[config.mk]
export PLATFORM = sky130hd
export DESIGN_NAME = hidden_cfg_window
export DESIGN_NICKNAME = d
export VERILOG_FILES = /design/src/rtl/hidden_cfg_window.sv
export SDC_FILE = /design/constraint.sdc
export NUM_CORES = 1
export LEC_CHECK = 0
export BUFFER_PORTS_ARGS = -buffer_cell sky130_fd_sc_hd__buf_2
export CAP_MARGIN = 20
export CORE_MARGIN = 3
export CORE_UTILIZATION = 45
export CTS_CLUSTER_DIAMETER = 50
export DETAILED_ROUTE_END_ITERATION = 16
export PLACE_DENSITY = 0.7
export SLEW_MARGIN = 20
export SYNTH_ARGS = -nofsm -noshare
export SYNTH_HDL_FRONTEND = slang
export SYNTH_SLANG_ARGS = --single-unit
[constraint.sdc]
create_clock -name clk -period 4.15 [get_ports clk]
set_input_delay 0.2075 -clock clk [delete_from_list [all_inputs] [get_ports clk]]
set_output_delay 0.2075 -clock clk [all_outputs]
set_load 0.01 [all_outputs]
[src/rtl/hidden_cfg_window.sv]
module hidden_cfg_window #(
  parameter logic [15:0] BASE    = 16'h01F0,
  parameter logic [7:0]  TIM_RST = 8'h5B
) (
  input  logic        clk,
  input  logic        rst_n,
  input  logic        strap_pin,
  input  logic        io_valid,
  input  logic        io_write,
  input  logic        io_word,
  input  logic [15:0] io_addr,
  input  logic [7:0]  io_wdata,
  output logic [7:0]  io_rdata,
  output logic        taskfile_sel,
  output logic        cfg_sel,
  output logic [7:0]  drv0_rd_tim,
  output logic [7:0]  drv0_wr_tim,
  output logic [7:0]  drv1_rd_tim,
  output logic [7:0]  drv1_wr_tim,
  output logic [7:0]  misc_out,
  output logic        clk25_strap
);
  localparam logic [2:0] OFF_RD    = 3'd0;
  localparam logic [2:0] OFF_WR    = 3'd1;
  localparam logic [2:0] OFF_KEY   = 3'd2;
  localparam logic [2:0] OFF_CTRL  = 3'd3;
  localparam logic [2:0] OFF_STRAP = 3'd5;
  localparam logic [2:0] OFF_MISC  = 3'd6;
  localparam logic [7:0] KEY_OPEN  = 8'h03;
  localparam logic [7:0] KEY_CLOSE = 8'h83;

  typedef enum logic [1:0] {ST_IDLE, ST_ONE, ST_TWO, ST_OPEN} seq_t;

  seq_t        st, st_nx;
  logic [15:0] rel;
  logic [2:0]  off;
  logic        hit, win_open, unlock_rd, key_open, key_close, bsel, cfg_wr;
  logic [7:0]  rd_tim [2];
  logic [7:0]  wr_tim [2];
  logic [7:0]  ctrl_q, misc_q;
  logic        strap_q;

  assign rel       = io_addr - BASE;
  assign off       = rel[2:0];
  assign hit       = io_valid && (rel[15:3] == 13'd0);
  assign win_open  = (st == ST_OPEN);
  assign unlock_rd = hit && !io_write && io_word && off == OFF_WR;
  assign key_open  = hit && io_write && !io_word && off == OFF_KEY && io_wdata == KEY_OPEN;
  assign key_close = hit && io_write && !io_word && off == OFF_KEY && io_wdata == KEY_CLOSE;
  assign bsel      = misc_q[0] & ctrl_q[7];
  assign cfg_sel      = hit && win_open;
  assign taskfile_sel = hit && !win_open;
  assign cfg_wr       = cfg_sel && io_write;

  always_comb begin
    st_nx = st;
    case (st)
      ST_IDLE: if (unlock_rd) st_nx = ST_ONE;
      ST_ONE:  if (hit) st_nx = unlock_rd ? ST_TWO : ST_IDLE;
      ST_TWO:  if (hit) st_nx = key_open ? ST_OPEN : ST_IDLE;
      ST_OPEN: if (key_close) st_nx = ST_IDLE;
      default: st_nx = ST_IDLE;
    endcase
  end

  always_ff @(posedge clk or negedge rst_n)
    if (!rst_n) st <= ST_IDLE;
    else        st <= st_nx;

  always_ff @(posedge clk)
    if (!rst_n) strap_q <= strap_pin;

  always_ff @(posedge clk or negedge rst_n)
    if (!rst_n) begin
      rd_tim[0] <= TIM_RST;
      rd_tim[1] <= TIM_RST;
      wr_tim[0] <= TIM_RST;
      wr_tim[1] <= TIM_RST;
      ctrl_q    <= 8'h00;
      misc_q    <= 8'h00;
    end else if (cfg_wr) begin
      case (off)
        OFF_RD:   rd_tim[bsel] <= io_wdata;
        OFF_WR:   wr_tim[bsel] <= io_wdata;
        OFF_CTRL: ctrl_q       <= io_wdata;
        OFF_MISC: misc_q       <= io_wdata;
        default:  ;
      endcase
    end

  always_comb begin
    io_rdata = 8'hFF;
    if (cfg_sel && !io_write)
      case (off)
        OFF_RD:    io_rdata = rd_tim[bsel];
        OFF_WR:    io_rdata = wr_tim[bsel];
        OFF_CTRL:  io_rdata = ctrl_q;
        OFF_STRAP: io_rdata = {7'd0, strap_q};
        OFF_MISC:  io_rdata = misc_q;
        default:   io_rdata = 8'hFF;
      endcase
  end

  assign drv0_rd_tim = rd_tim[0];
  assign drv0_wr_tim = wr_tim[0];
  assign drv1_rd_tim = ctrl_q[0] ? rd_tim[1] : rd_tim[0];
  assign drv1_wr_tim = ctrl_q[0] ? wr_tim[1] : wr_tim[0];
  assign misc_out    = misc_q;
  assign clk25_strap = strap_q;

  AST_SEL_EXCL: assert property (@(posedge clk) disable iff (!rst_n) !(taskfile_sel && cfg_sel));
  AST_OPEN_KEY: assert property (@(posedge clk) disable iff (!rst_n)
    $rose(win_open) |-> $past(key_open && st == ST_TWO));
  AST_CLOSE_KEY: assert property (@(posedge clk) disable iff (!rst_n)
    $fell(win_open) |-> $past(key_close));
  AST_STRAP_HOLD: assert property (@(posedge clk) disable iff (!rst_n)
    $past(rst_n) |-> $stable(strap_q));
  AST_GAP_FF: assert property (@(posedge clk) disable iff (!rst_n)
    (cfg_sel && !io_write && (off == 3'd2 || off == 3'd4 || off == 3'd7)) |-> io_rdata == 8'hFF);
  AST_OUTSIDE_QUIET: assert property (@(posedge clk) disable iff (!rst_n)
    (io_valid && !hit) |-> (!taskfile_sel && !cfg_sel && io_rdata == 8'hFF));
endmodule

==> results.py, run 1 <==
metrics = {
    "outcome": {
        "outcome": "finished clean",
    },
    "synth": {
        "syn-instance-count": 282,
        "synthAdderAreaFrac_pct": 0.4137,
        "netlist_area_um2": 3024,
        "synth_edf_count": 1,
        "synth_top_family_by_area": "multiplexers",
        "yosys_register_bits": 51,
        "async_reset_ff_share_pct": 98.04,
        "avgSynthCellArea_um2": 10.72,
        "yosys_warnings": 0,
        "synth_fp_nets": 313,
        "synthXorXnorAreaFrac_pct": 0.2896,
        "synth.area.mux_share_pct": 25.90,
        "dominantRegCellSynth": "dfrtp_1",
        "yosysTopAreaCell": "dfrtp_1",
        "yosys.area.top_type_share_pct": 24.82,
        "yosysSeqAreaShare_pct": 43.19,
        "ys_types": 41,
        "synth_compound_area_share_pct": 8.564,
        "synthSimpleGateAreaFrac_pct": 15.85,
        "ys_top_cells_by_area": "dfrtp_1 25%, mux2_2 24%, dfstp_2 17%, a21oi_1 4.0%, buf_4 4.0%",
    },
    "job": {
        "cap_violations": 0,
    },
    "die": {
        "rows": 29,
        "core_um2": 6422,
        "die_w_um": 87.98,
        "ioPinCount": 81,
        "die_h_um": 87.98,
        "die-area_um2": 7740,
        "initial_core_util_pct": 47.09,
    },
    "setup_path": {
        "crit_arrival_ns": 2.20,
        "criticalPathCategory": "flip-flop to output pin",
        "reg2reg_slack_ns": 2.03,
        "cp_slowest_cell": "nand2_1",
        "cp_common_cell": "o21ai_0",
        "cp-start-kind": "flip-flop",
        "path_max_fanout": 17,
        "crit_chain": "nand2_1 -> mux2i_1 -> o21ai_0 -> a211oi_1 -> o21ai_0 -> buf_2",
        "worst-r2r-cell-count": 4,
        "crit_path_end_kind": "output pin",
        "r2r_end": "wr_tim[7]$_DFFE_PN0P_",
        "crit_family": "simple AND/OR/NAND/NOR gates",
        "critical_path_buf_inv_count": 1,
        "cp.required_ns": 3.94,
        "r2r_start": "misc_out[0]$_DFFE_PN0P_",
        "critical_path.max_stage_delay_ns": 0.55,
    },
    "clocking": {
        "path_clk_slew_ns": 0.10,
        "cts_tree": "yes",
        "root_buffer": "clkbuf_8",
        "clockBufferDepth": 2,
        "numCtsBuffers": 5,
        "postCtsSetupBuffers": 0,
        "cts_max_level": 2,
        "hold_buffers": 1,
        "post_cts_resized": 0,
        "clock_sinks": 51,
        "clk_latency_ns": 0.32,
    },
    "global_routing": {
        "antenna_found_initial": 0,
        "grt_first_pass_wirelength_mm": 12.93,
        "grtUsageTotal_pct": 22.21,
        "grt_pass1_vias": 2407,
        "grt_overflow": 0,
        "grt_max_degree": 32,
    },
    "routing": {
        "detail_route.wl_per_cell_um": 18.93,
        "via_count": 2476,
        "final_antenna_net_count": 0,
        "routed_wl_mm": 8.026,
        "vias_per_cell": 5.840,
        "route.detailed.drc": 0,
        "drtIter0Drc": 105,
        "firstDrtPassIters": 4,
    },
    "hold_path": {
        "holdPathStages": 1,
        "hp-start": "strap_pin",
        "worstHoldEndpoint": "clk25_strap$_DFFE_PN_",
        "hold_path.class": "input port to flip-flop",
    },
    "pwr": {
        "leakagePower_uw": 0.001712,
        "ir_worst_vdd_uv": 149.7,
        "powerDensity_nw_per_um2": 252.3,
        "p_total_uw": 879.2,
    },
    "finish": {
        "layout.cells.most_common_list": "80 x buf_2, 64 x mux2_2, 30 x dfrtp_1",
        "nets": 377,
        "drive_above_1_share_pct": 53.03,
        "diodes": 0,
        "fin_area_um2": 3485,
        "mostFrequentLayoutCell": "buf_2",
        "syn_to_final_growth_pct": 15.23,
    },
    "timing": {
        "fin_setup_tns_ns": 0,
        "final_hold_viol_count": 0,
        "worst_pin_slew_ns": 0.8107,
        "period_needed_ns": 2.406,
        "holdWs_ns": 0.06406,
        "max_freq_mhz": 415.6,
        "slew_headroom_pct": 45.95,
        "fin_crit_sh_pct": 57.98,
        "rsz0062_at_grt": "no",
        "final-setup-viol-count": 0,
        "drv_slew": 0,
        "fin_worst_skew_ns": 0.006219,
    },
    "place": {
        "port_buffers": 80,
        "placed_area_um2": 3379,
        "post-dp-hpwl_mm": 5.565,
        "gp_congestion": 0.8035,
    },
}
==> cell families (layout without fill, tap and decap cells) <==
kind of cell | Yosys count | count (layout)
AND/OR/NAND/NOR | 86 | 86
multiplexers | 69 | 69
flip-flops | 51 | 51
AO/OA/AOI/OAI | 44 | 44
buffers and inverters | 30 | 95
adder cells (fa/ha/maj) | 1 | 1
XOR/XNOR | 1 | 1
==> through the flow <==
step | setup WS, ns | std cells | utilization, %
4_1_cts | 1.730 | 424 | 54.26
3_3_place_gp | 1.535 | 415 | 52.62
6_report | 1.744 | 424 | 54.26
5_1_grt | 1.525 | 424 | 54.26
2_1_floorplan | 1.998 | 282 | -
3_5_place_dp | 1.549 | 415 | 52.62
==> synth_stat cells, types with 2 or more instances <==
cell type	n
nor4_1	6
or4_1	2
nand3_2	3
a21oi_1	24
nor4b_1	4
o211ai_1	6
nand2b_1	3
and3_1	2
nor2_1	16
nand3_1	4
dfrtp_1	30
nand4_2	3
a31oi_1	3
mux2_2	64
nand2_1	28
inv_1	3
nor3_1	7
clkbuf_1	7
mux2i_1	4
buf_4	16
nand3b_1	2
dfstp_2	20
buf_2	2
buf_1	2
o21ai_0	5
==> how the worst max path moves through the flow <==
stage | depth (start not counted) | startpoint | end
final | 6 | misc_out[0]$_DFFE_PN0P_ | io_rdata[0]
after global routing | 8 | io_addr[4] | io_rdata[4]
after CTS | 6 | misc_out[0]$_DFFE_PN0P_ | io_rdata[0]
after detailed placement | 7 | io_addr[4] | drv0_wr_tim[2]$_DFFE_PN0P_
after global placement | 7 | io_addr[4] | drv0_wr_tim[2]$_DFFE_PN0P_
after floorplan | 6 | io_addr[4] | drv0_wr_tim[2]$_DFFE_PN0P_
==> where the power goes <==
group | leakage [uW] | internal [uW] | switching [uW]
clock network | 0.0000491 | 124 | 182
logic | 0.00103 | 22.5 | 49.5
registers | 0.000635 | 500 | 0.634
==> layer usage <==
layer	global-route usage, %	vias to the layer above	routed length, um
met1	30.24	1215	3607
li1	-	1144	-
met2	34.86	103	3737
met4	9.763	0	189
met5	0	-	0
met3	3.763	14	490
==> registers in the layout, indices dropped and copies added (netlist names) <==
register / flops
misc_out: 8
clk25_strap: 1
drv0_rd_tim: 8
st: 2
wr_tim: 8
rd_tim: 8
drv0_wr_tim: 8
ctrl_q: 8
==> worst reg2reg max path, delay by kind of cell (launching register included) <==
family / cells / cell delay, ns
DFF: 1 / 0.46
muxes: 1 / 0.39
and+or+nand+nor: 3 / 1.17
==> cell type report <==
type,instances,area [um2]
Clock buffer,5,68.82
Clock inverter,3,26.28
Fill cell,606,2938
Inverter,3,11.26
Multi-Input combinational cell,201,1543
Sequential cell,51,1306
Tap cell,77,96.34
Timing Repair Buffer,84,432.9
No activity file was read; power rests on OpenSTA's default activity.
==> inputs of run 2 (changes only) <==
--- a/config.mk
+++ b/config.mk
@@ -5,6 +5,7 @@
 export SDC_FILE = /design/constraint.sdc
 export NUM_CORES = 1
 export LEC_CHECK = 0
+export ABC_AREA = 1
 export BUFFER_PORTS_ARGS = -buffer_cell sky130_fd_sc_hd__buf_2
 export CAP_MARGIN = 20
 export CORE_MARGIN = 3
==> constraint.sdc (replaced) <==
create_clock -name clk -period 2.5 [get_ports clk]
set_input_delay 0.125 -clock clk [delete_from_list [all_inputs] [get_ports clk]]
set_output_delay 0.125 -clock clk [all_outputs]
set_load 0.01 [all_outputs]
==> run 2 against run 1 <==
Largest cell class unchanged. Highest routed layer unchanged. Worst setup slack worse by 1.5 ns. Design area is 2.4% higher. Global-route usage is 0.68 points higher. Core utilization is 0.97 points higher. Largest power group unchanged. Register-to-register slack worse by 1.3 ns. Sequential power is 72% higher. Sequential share of layout area is 0.87 points lower. Critical path depth is 1 higher. Final cell count is 33% higher. Combinational power grew to 3.7 times the previous value. Non-clock buffer count is 9 higher. Die area is 0.50% higher.
==> results.py, run 2 <==
metrics = {
    "synth": {
        "ys_types": 24,
        "yosysSeqAreaShare_pct": 42.96,
        "async_reset_ff_share_pct": 98.04,
        "netlist_area_um2": 3040,
        "synth_fp_nets": 447,
        "avgSynthCellArea_um2": 7.309,
        "yosys_warnings": 0,
        "dominantRegCellSynth": "dfrtp_1",
        "synth_edf_count": 1,
        "yosysMostFrequentCell": "nand2_1",
        "syn-instance-count": 416,
        "yosys_register_bits": 51,
        "yosysTopAreaCell": "dfrtp_1",
        "yosys.area.top_type_share_pct": 24.69,
        "synth_commonest_cells": "111 x nand2_1, 78 x o21ai_0, 62 x inv_1",
        "ys_top_cells_by_area": "dfrtp_1 25%, dfstp_2 17%, nand2_1 14%, o21ai_0 13%, inv_1 7.7%",
    },
    "place": {
        "gp_congestion": 0.8869,
        "placed_area_um2": 3441,
        "post-dp-hpwl_mm": 6.453,
        "place_ws_ns": 0.3950,
        "port_buffers": 80,
    },
    "finish": {
        "drive_above_1_share_pct": 26.38,
        "layout.cells.most_common_list": "111 x nand2_1, 80 x buf_2, 78 x o21ai_0",
        "syn_to_final_growth_pct": 17.33,
        "fin_area_um2": 3567,
        "diodes": 0,
        "nFillCells": 668,
        "mostFrequentLayoutCell": "nand2_1",
        "nets": 519,
    },
    "global_routing": {
        "grt_first_pass_wirelength_mm": 13.61,
        "grt_overflow": 0,
        "grtUsageTotal_pct": 22.89,
        "antenna_found_initial": 0,
        "grt_max_degree": 51,
        "grt_pass1_vias": 2756,
    },
    "die": {
        "core_um2": 6459,
        "initial_core_util_pct": 47.07,
        "rows": 29,
        "die_h_um": 88.20,
        "die_w_um": 88.20,
        "ioPinCount": 81,
        "die-area_um2": 7778,
    },
    "timing": {
        "slew_headroom_pct": 57.80,
        "worst_pin_slew_ns": 0.6330,
        "final-setup-viol-count": 0,
        "finalWorstSetupSlack_ns": 0.2420,
        "max_freq_mhz": 442.9,
        "period_needed_ns": 2.258,
        "final_hold_viol_count": 0,
        "rsz0062_at_grt": "no",
        "fin_setup_tns_ns": 0,
        "fin_crit_sh_pct": 90.32,
        "drv_slew": 0,
        "fin_worst_skew_ns": 0.007068,
    },
    "clocking": {
        "root_buffer": "clkbuf_8",
        "numCtsBuffers": 5,
        "clockBufferDepth": 2,
        "cts_tree": "yes",
        "cts_max_level": 2,
        "path_clk_slew_ns": 0.09,
        "postCtsSetupBuffers": 0,
        "clock_sinks": 51,
        "clk_latency_ns": 0.31,
        "post_cts_resized": 0,
    },
    "setup_path": {
        "criticalPathCategory": "flip-flop to output pin",
        "path_max_fanout": 15,
        "critical_path.max_stage_delay_ns": 0.42,
        "cp_num_cells": 7,
        "cp-start-kind": "flip-flop",
        "critical_path_buf_inv_count": 2,
        "cp_slowest_cell": "dfrtp_1",
        "crit_chain": "nand2_1 -> buf_4 -> a21oi_1 -> o21ai_0 -> o221a_2 -> o2111ai_1 -> buf_2",
        "crit_arrival_ns": 2.13,
        "crit_path_end_kind": "output pin",
        "worst-r2r-cell-count": 5,
        "cp.required_ns": 2.38,
        "crit_family": "compound AO/OA/AOI/OAI gates",
    },
    "pwr": {
        "powerDensity_nw_per_um2": 478.7,
        "p_total_uw": 1708,
        "ir_worst_vdd_uv": 287.3,
        "leakagePower_uw": 0.001772,
    },
    "outcome": {
        "outcome": "finished clean",
    },
    "hold_path": {
        "holdPathStages": 3,
        "hold_path.class": "input port to flip-flop",
    },
    "routing": {
        "vias_per_cell": 5.325,
        "via_count": 3014,
        "drtIter0Drc": 142,
        "detail_route.wl_per_cell_um": 14.96,
        "route.detailed.drc": 0,
        "final_antenna_net_count": 0,
        "firstDrtPassIters": 6,
        "routed_wl_mm": 8.466,
    },
    "job": {
        "cap_violations": 0,
    },
}
run 2: cell type report:
| cell class | instances | area (um2) | area share, % |
|---|---|---|---|
| clock buffer | 7 | 76.32 | 2.140 |
| sequential | 51 | 1306 | 36.62 |
| inverter | 63 | 236.5 | 6.629 |
| multi-input combinational | 274 | 1319 | 36.97 |
| tap | 77 | 96.34 | 2.701 |
| timing repair buffer | 93 | 503.0 | 14.10 |
| clock inverter | 1 | 30.03 | 0.8418 |
run 2: metrics by stage:
step / utilization, % / hold WS (ns) / cells
6_report: 55.23 / 0.06158 / 566
5_1_grt: 55.23 / 0.06960 / 566
4_1_cts: 55.23 / 0.05968 / 566
3_5_place_dp: 53.27 / 0.3034 / 556
3_3_place_gp: 53.27 / 0.3062 / 556
2_1_floorplan: - / -0.1706 / 416
run 2: final timing paths:
path                                             from                         end  slack [ns]
max                           misc_out[0]$_DFFE_PN0P_                 io_rdata[3]        0.24
min                                       io_wdata[3]     misc_out[3]$_DFFE_PN0P_        0.06
max reg2reg                   misc_out[0]$_DFFE_PN0P_       wr_tim[7]$_DFFE_PN0P_        0.73
min reg2reg                drv0_wr_tim[1]$_DFFE_PN1P_  drv0_wr_tim[1]$_DFFE_PN1P_        0.50
max in group asynchronous                       rst_n       rd_tim[2]$_DFFE_PN0P_        1.57
min in group asynchronous                       rst_n  drv0_wr_tim[5]$_DFFE_PN0P_        0.51
run 2: worst register-to-register path: stages (launching register included):
cell and delay, ns:
dfrtp_1 0.42, nand2_1 0.36, clkinv_1 0.36, nand4_1 0.20, buf_4 0.21, o21ai_0 0.10
run 2: logic make-up after synthesis:
group                    after synthesis  synth area share, %
AND/OR/NAND/NOR                      169                23.42
AO/OA/AOI/OAI                        104                19.55
buffers and inverters                 91                13.66
flip-flops                            51                42.96
adder cells (fa/ha/maj)                1               0.4115
run 2: where the power goes:
part / internal [uW] / leakage [uW] / total (uW) / switching (uW)
registers: 848 / 0.000546 / 864 / 16.4
clock network: 300 / 0.0000524 / 577 / 277
logic: 88.8 / 0.00117 / 266 / 177
total: 1240 / 0.00177 / 1710 / 471
run 2: per-layer routing:
layer,part of all wire (%),vias to the layer above,track usage (%),routed length [um]
li1,-,1487,-,-
met1,46,1409,32.50,3915
met2,46,103,35.15,3875
met3,5.9,15,4.421,503
met4,2.0,0,7.692,171
met5,0,-,0,0
run 2: repair_timing:
action | 4_1_cts | 5_1_grt
endpoints found under the setup margin | 0 | 0
hold endpoints to repair | 26 | 0
hold buffers | 2 | 0
